===== src/rtl/xrec_pkg.sv =====
// Package: shared constants, register addresses and read-select type
// for the transaction recorder. Assumes a 12-bit register address space.
package xrec_pkg;
    localparam int ADDR_W = 12;
    localparam int CMD_W  = 16;
    localparam int DATA_W = 32;
    localparam int HALF_W = 16;

    localparam logic [ADDR_W-1:0] ADR_CMD = 12'h4A3;
    localparam logic [ADDR_W-1:0] ADR_D16 = 12'h4AC;
    localparam logic [ADDR_W-1:0] ADR_D32 = 12'h423;

    typedef enum logic [1:0] {
        SEL_NONE = 2'd0,
        SEL_CMD  = 2'd1,
        SEL_D16  = 2'd2,
        SEL_D32  = 2'd3
    } rec_sel_e;

    // Map an address to the recorder register it selects, if any.
    function automatic rec_sel_e rec_decode(input logic [ADDR_W-1:0] a);
        if (a == ADR_CMD)      return SEL_CMD;
        else if (a == ADR_D16) return SEL_D16;
        else if (a == ADR_D32) return SEL_D32;
        else                   return SEL_NONE;
    endfunction
endpackage


===== src/rtl/xrec_hdr_track.sv =====
// Header tracker: stores the last non-recorder header and keeps the
// state of the open transaction (open flag, width). Assumes that one
// data strobe follows each header and that hdr_valid and data_valid
// do not coincide.
module xrec_hdr_track
    import xrec_pkg::*;
#(
    parameter int ADDR_LSB = 4
) (
    input  logic             clk,
    input  logic             rst_n,
    input  logic             hdr_valid,
    input  logic [CMD_W-1:0] hdr_word,
    input  logic             hdr_wide,
    input  logic             data_valid,
    output logic [CMD_W-1:0] cmd_q,
    output logic             xact_open,
    output logic             xact_wide
);
    logic self_hit;

    // Does the incoming header address one of the recorder registers?
    always_comb begin
        self_hit = (rec_decode(hdr_word[ADDR_LSB +: ADDR_W]) != SEL_NONE);
    end

    // Header capture and transaction open/close bookkeeping.
    always_ff @(posedge clk) begin
        if (!rst_n) begin
            cmd_q     <= '0;
            xact_open <= 1'b0;
            xact_wide <= 1'b0;
        end else if (hdr_valid) begin
            if (!self_hit) cmd_q <= hdr_word;
            xact_open <= !self_hit;
            xact_wide <= hdr_wide;
        end else if (data_valid) begin
            xact_open <= 1'b0;
        end
    end
endmodule


===== src/rtl/xrec_data_reg.sv =====
// Data record register of width W: loads d when we is high.
// Assumes the caller has already qualified we with the transaction state.
module xrec_data_reg #(
    parameter int W = 16
) (
    input  logic         clk,
    input  logic         rst_n,
    input  logic         we,
    input  logic [W-1:0] d,
    output logic [W-1:0] q
);
    // Hold the record, loading on a qualified strobe.
    always_ff @(posedge clk) begin
        if (!rst_n)  q <= '0;
        else if (we) q <= d;
    end
endmodule


===== src/rtl/xrec_read_port.sv =====
// Registered read port: decodes the read address and returns the
// selected record one cycle later, masking the low command bits.
// Assumes all records are presented zero-extended to DATA_W.
module xrec_read_port
    import xrec_pkg::*;
#(
    parameter int MASK_BITS = 3
) (
    input  logic              clk,
    input  logic              rst_n,
    input  logic              rd_en,
    input  logic [ADDR_W-1:0] rd_addr,
    input  logic [CMD_W-1:0]  cmd_q,
    input  logic [DATA_W-1:0] d16_ext,
    input  logic [DATA_W-1:0] d32_q,
    output logic [DATA_W-1:0] rd_data,
    output logic              rd_hit
);
    localparam logic [CMD_W-1:0] CMD_KEEP =
        {{(CMD_W-MASK_BITS){1'b1}}, {MASK_BITS{1'b0}}};

    rec_sel_e    sel;
    logic [DATA_W-1:0] mux_val;

    // Select the addressed record.
    always_comb begin
        sel = rec_decode(rd_addr);
        unique case (sel)
            SEL_CMD: mux_val = DATA_W'(cmd_q & CMD_KEEP);
            SEL_D16: mux_val = d16_ext;
            SEL_D32: mux_val = d32_q;
            default: mux_val = '0;
        endcase
    end

    // Register the read result and the hit flag.
    always_ff @(posedge clk) begin
        if (!rst_n) begin
            rd_data <= '0;
            rd_hit  <= 1'b0;
        end else begin
            rd_data <= rd_en ? mux_val : '0;
            rd_hit  <= rd_en && (sel != SEL_NONE);
        end
    end
endmodule


===== src/rtl/xact_recorder.sv =====
// Top: records last command header and last 16-/32-bit data words of
// a serial register link, freezing on accesses to its own registers.
// Assumes decoded header/data events from an upstream transaction decoder.
module xact_recorder
    import xrec_pkg::*;
#(
    parameter int ADDR_LSB  = 4,
    parameter int MASK_BITS = 3
) (
    input  logic              clk,
    input  logic              rst_n,
    input  logic              hdr_valid,
    input  logic [CMD_W-1:0]  hdr_word,
    input  logic              hdr_wide,
    input  logic              data_valid,
    input  logic [DATA_W-1:0] data_word,
    input  logic              rd_en,
    input  logic [ADDR_W-1:0] rd_addr,
    output logic [DATA_W-1:0] rd_data,
    output logic              rd_hit
);
    localparam int NLANE = 2;

    logic [CMD_W-1:0]  cmd_q;
    logic              xact_open;
    logic              xact_wide;
    logic [DATA_W-1:0] lane_q [NLANE];
    logic [HALF_W-1:0] d16_q;
    logic [DATA_W-1:0] d32_q;

    xrec_hdr_track #(.ADDR_LSB(ADDR_LSB)) u_hdr (
        .clk       (clk),
        .rst_n     (rst_n),
        .hdr_valid (hdr_valid),
        .hdr_word  (hdr_word),
        .hdr_wide  (hdr_wide),
        .data_valid(data_valid),
        .cmd_q     (cmd_q),
        .xact_open (xact_open),
        .xact_wide (xact_wide)
    );

    // Lane 0 records 16-bit transactions, lane 1 records 32-bit ones.
    for (genvar g = 0; g < NLANE; g++) begin : g_lane
        localparam int W = (g == 0) ? HALF_W : DATA_W;
        logic         we;
        logic [W-1:0] q;
        assign we = data_valid && !hdr_valid && xact_open && (xact_wide == (g == 1));
        xrec_data_reg #(.W(W)) u_reg (
            .clk  (clk),
            .rst_n(rst_n),
            .we   (we),
            .d    (data_word[W-1:0]),
            .q    (q)
        );
        assign lane_q[g] = DATA_W'(q);
    end

    assign d16_q = lane_q[0][HALF_W-1:0];
    assign d32_q = lane_q[1];

    xrec_read_port #(.MASK_BITS(MASK_BITS)) u_rd (
        .clk    (clk),
        .rst_n  (rst_n),
        .rd_en  (rd_en),
        .rd_addr(rd_addr),
        .cmd_q  (cmd_q),
        .d16_ext(lane_q[0]),
        .d32_q  (d32_q),
        .rd_data(rd_data),
        .rd_hit (rd_hit)
    );
endmodule


===== config.mk =====
export PLATFORM = sky130hd
export DESIGN_NAME = xact_recorder
export DESIGN_NICKNAME = d
export VERILOG_FILES = /design/src/rtl/xrec_pkg.sv /design/src/rtl/xrec_hdr_track.sv /design/src/rtl/xrec_data_reg.sv /design/src/rtl/xrec_read_port.sv /design/src/rtl/xact_recorder.sv
export SDC_FILE = /design/constraint.sdc
export NUM_CORES = 1
export LEC_CHECK = 0
export ABC_AREA = 1
export BUFFER_PORTS_ARGS = -buffer_cell sky130_fd_sc_hd__clkbuf_2
export CAP_MARGIN = 20
export CORE_ASPECT_RATIO = 0.9
export CORE_MARGIN = 1
export CORE_UTILIZATION = 52
export DETAILED_ROUTE_END_ITERATION = 10
export PLACE_DENSITY = 0.86
export SETUP_SLACK_MARGIN = 0.5
export SYNTH_ARGS = -nofsm -noshare
export SYNTH_HDL_FRONTEND = slang
export SYNTH_SLANG_ARGS = --single-unit

===== constraint.sdc =====
create_clock -name clk -period 1.7 [get_ports clk]
set_input_delay 0 -clock clk [delete_from_list [all_inputs] [get_ports clk]]
set_output_delay 0 -clock clk [all_outputs]
set_load 0.03 [all_outputs]

==> results of run 1 <==
[final timing paths]
kind / endpoint / cells after the start
hold / removal: u_rd.rd_hit / 3
setup reg to reg: g_lane[0].u_reg.q[12] / 8
hold reg to reg: u_rd.rd_data[30] / 2
setup / recovery: g_lane[0].u_reg.q[12] / 8
[layer usage]
metal | part of all wire | GRT usage | vias up | wire length [um]
met3 | 0.058 | 0.0701 | 17 | 565
met2 | 0.50 | 0.452 | 135 | 4870
met4 | 0.014 | 0.0825 | 0 | 137
met5 | 0 | 0 | - | 0
met1 | 0.43 | 0.320 | 1707 | 4130
li1 | - | - | 1859 | -
[cells in the mapped netlist]
master	number	area (um2)
nor2_2	1	6.26
buf_4	2	15.0
nand2_4	1	11.3
nand3_1	71	355
buf_1	3	11.3
a21oi_1	49	245
nor3_4	1	16.3
inv_1	67	251
nor2_1	54	203
nor2_4	4	45.0
nor3_1	7	35.0
nand2_1	42	158
a21oi_4	1	16.3
o21ai_0	49	245
clkbuf_1	12	45.0
and2b_1	1	7.51
nand2_2	1	6.26
clkbuf_4	1	7.51
buf_6	6	67.6
a21boi_0	1	7.51
nand3_2	6	60.1
dfxtp_1	96	1920
buf_2	7	35.0
nor3_2	10	100
[metrics by stage]
| stage | util | hold slack, ns | std cells | total power, mW | setup slack, ns |
|---|---|---|---|---|---|
| after global routing | 0.718 | 0.0753 | 724 | 4.38 | 0.391 |
| after detailed placement | 0.612 | 0.227 | 659 | 2.65 | 0.340 |
| after CTS | 0.715 | 0.0546 | 724 | 4.21 | 0.439 |
| final | 0.718 | 0.0765 | 724 | 4.20 | 0.471 |
| after global placement | 0.612 | 0.219 | 659 | 2.64 | 0.437 |
| after floorplan | - | 0.128 | 493 | 2.53 | 0.513 |
[sequential cells by signal, indices dropped and copies added, names as in the netlist]
name,flops
u_rd.rd_data,32
g_lane.u_reg.q,48
u_rd.rd_hit,1
u_hdr.xact_open,1
u_hdr.xact_wide,1
u_hdr.cmd_q,13
[cell type report]
type / instances / area, um2 / share of cell area
Sequential cell: 96 / 1920 / 0.377
Multi-Input combinational cell: 299 / 1550 / 0.303
Clock buffer: 9 / 124 / 0.0243
Inverter: 67 / 255 / 0.0500
Timing Repair Buffer: 153 / 1060 / 0.208
Clock inverter: 7 / 81.3 / 0.0159
Tap cell: 93 / 116 / 0.0228
[repair_timing]
item / 4_1_cts / 5_1_grt
buffers inserted: 1 / 0
gates resized for setup: 14 / 21
hold buffers: 48 / 0
hold endpoints to repair: 64 / 0
endpoints found under the setup margin: 48 / 48
pin swaps: 2 / 2
[cell families after synthesis]
kind of cell,Yosys count,synth area share
AND/OR/NAND/NOR,199,0.259
AO/OA/AOI/OAI,100,0.133
buffers and inverters,98,0.112
flip-flops,96,0.496
[report_power, final]
group | internal [mW] | switching (mW)
logic | 0.192 | 0.196
clock network | 0.589 | 0.902
registers | 2.30 | 0.0284
[worst max-delay path, delay by kind of cell, from the launching register on]
| kind | cells | cell delay, ns |
|---|---|---|
| buffers and inverters | 3 | 0.34 |
| DFF | 1 | 0.34 |
| and+or+nand+nor | 5 | 0.44 |
==> metrics.csv, run 1 <==
stage,metric,value,unit
die,Starting Density,0.545,
die,I/O pin total,99,
logic_synthesis,sequential fraction of the synthesis area,0.496,
routing,WL/cell,13.4,um
logic_synthesis,syn avg cell area,7.85,um2
worst_setup_path,crit end category,flop,
routing,Vias,3718,
cts,H-tree depth,3,
final_layout,Fill cells,528,
routing,DRC,0,
final_layout,final instance area,5110,um2
logic_synthesis,Synth Instances,493,
sta,RSZ-0062 raised after global routing,yes,
worst_setup_path,crit-path cells,inv_1 -> nor2_4 -> nand2_2 -> nor2_4 -> clkinvlp_4 -> buf_12 -> nor2_1 -> nor2_1,
logic_synthesis,register bit total from synthesis,96,
global_route,largest net degree at the start of global routing,65,
die,die area,7800,um2
cts,clk_lat worst skew,0.37,ns
worst_setup_path,Crit Path Class,flop to flop,
cts,Clock Sink Count,96,
cts,CTS root buf,clkbuf_8,
global_route,first-pass GRT wire length,16.2,mm
final_layout,Final nets,692,
cts,TritonCTS Buffers,9,
worst_setup_path,Worst setup SP type,flop,
run_status,status,"complete, no violations",
global_route,total grt overflow,0,
logic_synthesis,synth unique cells,24,
die,Row Count,29,
power_and_ir_drop,PD cells,823,nW/um2
die,Core ar.,7110,um2
placement,dpl cell area,4350,um2
final_layout,P&R area growth vs syn,31.9,%
global_route,Total Routing Usage GR,0.263,
power_and_ir_drop,Leak,2.33,nW
sta,final worst-path cycle share,0.723,
routing,initial DRC count,239,
placement,Final Wtd Congestion,0.857,
final_layout,most frequent cells in the layout,"dfxtp_1 (95), clkbuf_2 (95), nand3_1 (71)",
logic_synthesis,Post-Syn Area,3870,um2
routing,Final ANT Viol Nets,0,
worst_setup_path,Worst path max stage delay,0.34,ns
sta,min Tclk post-route,1.23,ns
die,Die Width,93.0,um
sta,slew margin rel.,0.681,
final_layout,layout cell share with drive strength beyond 1,0.249,
sta,Final setup viols,0,
die,Die Ht,83.9,um
run,Max Cap Viol,0,
routing,total wire length,9.70,mm
global_route,antenna violations before repair,0,
worst_setup_path,critical path startpoint,u_hdr.xact_open,
worst_setup_path,reg2reg start,u_hdr.xact_open,
cts,clock buffer depth,2,
worst_setup_path,critical path arrival,1.50,ns
min_path,hold_sp,rst_n,
sta,Tightest Pin Transition,0.479,ns
sta,Worst Skew,0.00858,ns
global_route,vias in the first global route,3643,
placement,Port Buffer Count,95,
min_path,worst hold-check path type,primary input to flop,
cts,CTS tree,built,
worst_setup_path,CP Max Fanout,16,
logic_synthesis,Ys Warns,0,
worst_setup_path,R2R Setup Slk,0.47,ns
routing,vias per cell,5.14,
final_layout,Inserted Diodes,0,
sta,Max Freq,814,MHz
routing,first-pass detailed-route iteration total,5,
logic_synthesis,Mapped Nets,559,
sta,Final TNS setup,0,ns
placement,post-detail-place hpwl,5.76,mm
worst_setup_path,Worst EP required,1.97,ns
worst_setup_path,"slowest stage cell, crit path",dfxtp_2,
sta,final-report max-slew violation count,0,
sta,final hold violations,0,
power_and_ir_drop,Max VDD drop,0.600,mV
cts,Clock Pin Slew Worst Setup and Hold Paths,0.10,ns
Power figures use the tool's default switching activity.
==> run 2, diff against run 1 <==
CORE_UTILIZATION = 47   (was 52)
PLACE_DENSITY = 0.82   (was 0.86)
clock period = 1.1 ns   (was 1.7 ns; I/O delays follow)
==> run 2 against run 1 <==
Net effect: clock power increased by 70%; the run now ends with design-rule violations, negative hold slack, negative setup slack left; sequential power rose by 56%; critical endpoint is now g_lane[0].u_reg.q[15]; worst hold slack got worse by 0.13 ns; combinational power increased by 120%; largest cell class is now multi-input combinational cells; register-to-register slack got worse by 0.74 ns; die area up 10%.
==> metrics.csv, run 2 (synthesized netlist as in run 1, its figures left out) <==
stage,metric,value,unit,change
run_status,status,"finished, violations left",,
run_status,failing checks,"design-rule violations, negative hold slack, negative setup slack",,
worst_setup_path,crit-path most repeated cell,nor2_4,,
final_layout,most frequent cells in the layout,"clkbuf_2 (57), dfxtp_2 (54), nand3_2 (52)",,
run,Max Cap Viol,0,,unchanged
worst_setup_path,R2R cell count,8,,unchanged
routing,vias per cell,6.01,,+17%
sta,Max Freq,732,MHz,-10%
worst_setup_path,reg2reg start,u_hdr.xact_open,,
die,die area,8610,um2,+10%
min_path,hold_sp,hdr_word[11],,
power_and_ir_drop,PD cells,995,nW/um2,+21%
worst_setup_path,CP Max Fanout,8,,-8
power_and_ir_drop,Comb power frac,0.122,,+0.030
power_and_ir_drop,Reg power frac,0.518,,-0.035
cts,Clock Pin Slew Worst Setup and Hold Paths,0.12,ns,+0.02 ns
sta,RSZ-0062 raised after global routing,yes,,
worst_setup_path,Worst EP required,1.43,ns,-0.54 ns
worst_setup_path,Worst path max stage delay,0.35,ns,about the same
cts,CTS root buf,clkbuf_8,,
die,I/O pin total,99,,unchanged
sta,final worst-path cycle share,1.24,,+0.520
power_and_ir_drop,Net Sw Power,2.17,mW,+92%
sta,Final setup viols,48,,+48
cts,Clock Sink Count,96,,unchanged
placement,post-detail-place hpwl,5.93,mm,+2.9%
placement,Port Buffer Count,95,,unchanged
worst_setup_path,Crit Path Class,flop to flop,,
routing,first-pass detailed-route iteration total,8,,+3
cts,clock buffer depth,2,,unchanged
routing,total wire length,17.0,mm,+75%
final_layout,P&R area growth vs syn,82.5,%,
routing,DRC,20,,+20
global_route,first-pass GRT wire length,19.2,mm,+19%
routing,Final ANT Viol Nets,0,,unchanged
cts,CTS tree,built,,
final_layout,layout cell share with drive strength beyond 1,0.625,,+0.376
sta,final-report max-slew violation count,0,,unchanged
power_and_ir_drop,part of the power in the clock network,0.361,,+0.006
placement,"worst slack, placed",-0.0622,ns,-0.402 ns
worst_setup_path,Worst setup SP type,flop,,
sta,Tightest Pin Transition,0.523,ns,+0.0440 ns
worst_setup_path,R2R Setup Slk,-0.27,ns,-0.74 ns
final_layout,Top reg by flops,g_lane.u_reg.q,,
worst_setup_path,crit-path cells,inv_2 -> nor2_4 -> nand2_2 -> nor2_4 -> buf_12 -> clkbuf_16 -> o21ai_1 -> nor2_1,,
worst_setup_path,critical path arrival,1.70,ns,+0.20 ns
min_path,worst hold endpoint,u_hdr.cmd_q[11],,
power_and_ir_drop,switch share,0.308,,+0.0401
routing,Vias,4504,,+21%
final_layout,Final nets,711,,+2.7%
sta,final hold violations,8,,+8
cts,TritonCTS Buffers,9,,unchanged
die,Die Ht,88.1,um,+5.1%
worst_setup_path,Critical R2R Capture,g_lane[0].u_reg.q[15],,
global_route,antenna violations before repair,0,,unchanged
die,Die Width,97.7,um,+5.1%
power_and_ir_drop,Leak,3.25,nW,+39%
sta,slew margin rel.,0.652,,-0.0290
sta,min Tclk post-route,1.37,ns,+0.138 ns
worst_setup_path,crit end category,flop,,
final_layout,Inserted Diodes,0,,unchanged
die,Row Count,31,,+6.9%
cts,hold buffer count at cts,38,,-21%
cts,H-tree depth,3,,unchanged
sta,final hold slack,-0.0516,ns,-0.128 ns
routing,initial DRC count,369,,+54%
global_route,largest net degree at the start of global routing,64,,-1.5%
min_path,worst hold-check path type,primary input to flop,,
worst_setup_path,"slowest stage cell, crit path",dfxtp_2,,
min_path,Min-Delay Path Depth,5,,+2
global_route,vias in the first global route,3883,,+6.6%
global_route,total grt overflow,0,,unchanged
die,Core ar.,8030,um2,+13%
final_layout,Largest register FFs,48,,unchanged
routing,WL/cell,22.7,um,+69%
die,Starting Density,0.482,,-0.0622
final_layout,"commonest non-fill, non-tap cell in the layout",clkbuf_2,,
power_and_ir_drop,Cell Int Power,4.87,mW,+58%
sta,final setup margin,-0.267,ns,-0.738 ns
sta,Worst Skew,0.0263,ns,+0.0178 ns
placement,Final Wtd Congestion,0.780,,-9.0%
cts,clk_lat worst skew,0.41,ns,+0.04 ns
global_route,Total Routing Usage GR,0.291,,+0.0276
sta,Final TNS setup,-7.20,ns,-7.20 ns
power_and_ir_drop,Max VDD drop,0.706,mV,+18%
final_layout,biggest regs,"g_lane.u_reg.q (48), u_rd.rd_data (32), u_hdr.cmd_q (13)",,
run 2: changes by cell type in the layout (fill, tap and decap cells not counted), sizes merged, moves of 4 or more:
| cell | previous run | this run |
|---|---|---|
| buf | 10 | 71 |
| clkbuf | 104 | 71 |
| dlygate4sd3 | 48 | 34 |
| dlymetal6s4s | 0 | 4 |
run 2: repair_timing:
action	4_1_cts	5_1_grt
setup buffers	6	5
endpoints found under the hold margin	62	7
gates cloned	6	7
pin swaps	35	50
endpoints found under the setup margin	120	129
resized for setup	186	231
run 2: worst max-delay path, delay by kind of cell (launching register included):
family	cells	cell delay, ns
and+or+nand+nor	4	0.51
buffers and inverters	3	0.36
DFF	1	0.35
AOI/OAI and AO/OA	1	0.07
run 2: power by group through the flow:
stage          clock network (mW)  registers [mW]  logic [mW]
2_1_floorplan                   0            3.67       0.284
6_report                     2.54            3.64       0.856
4_1_cts                      2.42            3.62       0.628
5_1_grt                      2.65            3.65       0.897
3_3_place_gp                    0            3.68       0.468
3_5_place_dp                    0            3.68       0.483
run 2: through the flow:
| step | power [mW] | std cells | instance area (um2) | util |
|---|---|---|---|---|
| CTS | 6.67 | 737 | 6170 | 0.768 |
| detailed placement | 4.17 | 671 | 4710 | 0.586 |
| finish | 7.04 | 749 | 7070 | 0.880 |
| global placement | 4.15 | 671 | 4710 | 0.586 |
| floorplan | 3.95 | 493 | 4110 | - |
| global route | 7.20 | 749 | 7070 | 0.880 |
run 2: area by class of cell:
| cell class | instances | area, um2 |
|---|---|---|
| Timing Repair inverter | 1 | 16.3 |
| Sequential cell | 96 | 1990 |
| Clock inverter | 7 | 91.3 |
| Timing Repair Buffer | 171 | 1920 |
| Inverter | 67 | 277 |
| Multi-Input combinational cell | 299 | 2520 |
| Fill cell | 324 | 961 |
| Tap cell | 99 | 124 |
| Clock buffer | 9 | 124 |
run 2: routing by layer:
metal	vias to the layer above	global-route usage	share of wire
li1	1910	-	-
met1	2157	0.325	0.34
met2	325	0.537	0.49
met3	112	0.0734	0.089
met4	0	0.120	0.071
met5	-	0	0
run 2: worst max-delay path by stage:
stage	start	end	slack, ns
floorplan	u_hdr.xact_open	g_lane[0].u_reg.q[10]	-0.03
global placement	u_hdr.xact_open	g_lane[0].u_reg.q[4]	-0.003
detailed placement	u_hdr.xact_open	g_lane[0].u_reg.q[6]	-0.06
CTS	u_hdr.xact_open	g_lane[0].u_reg.q[10]	-0.06
global route	u_hdr.xact_open	g_lane[0].u_reg.q[15]	-0.32
finish	u_hdr.xact_open	g_lane[0].u_reg.q[15]	-0.27
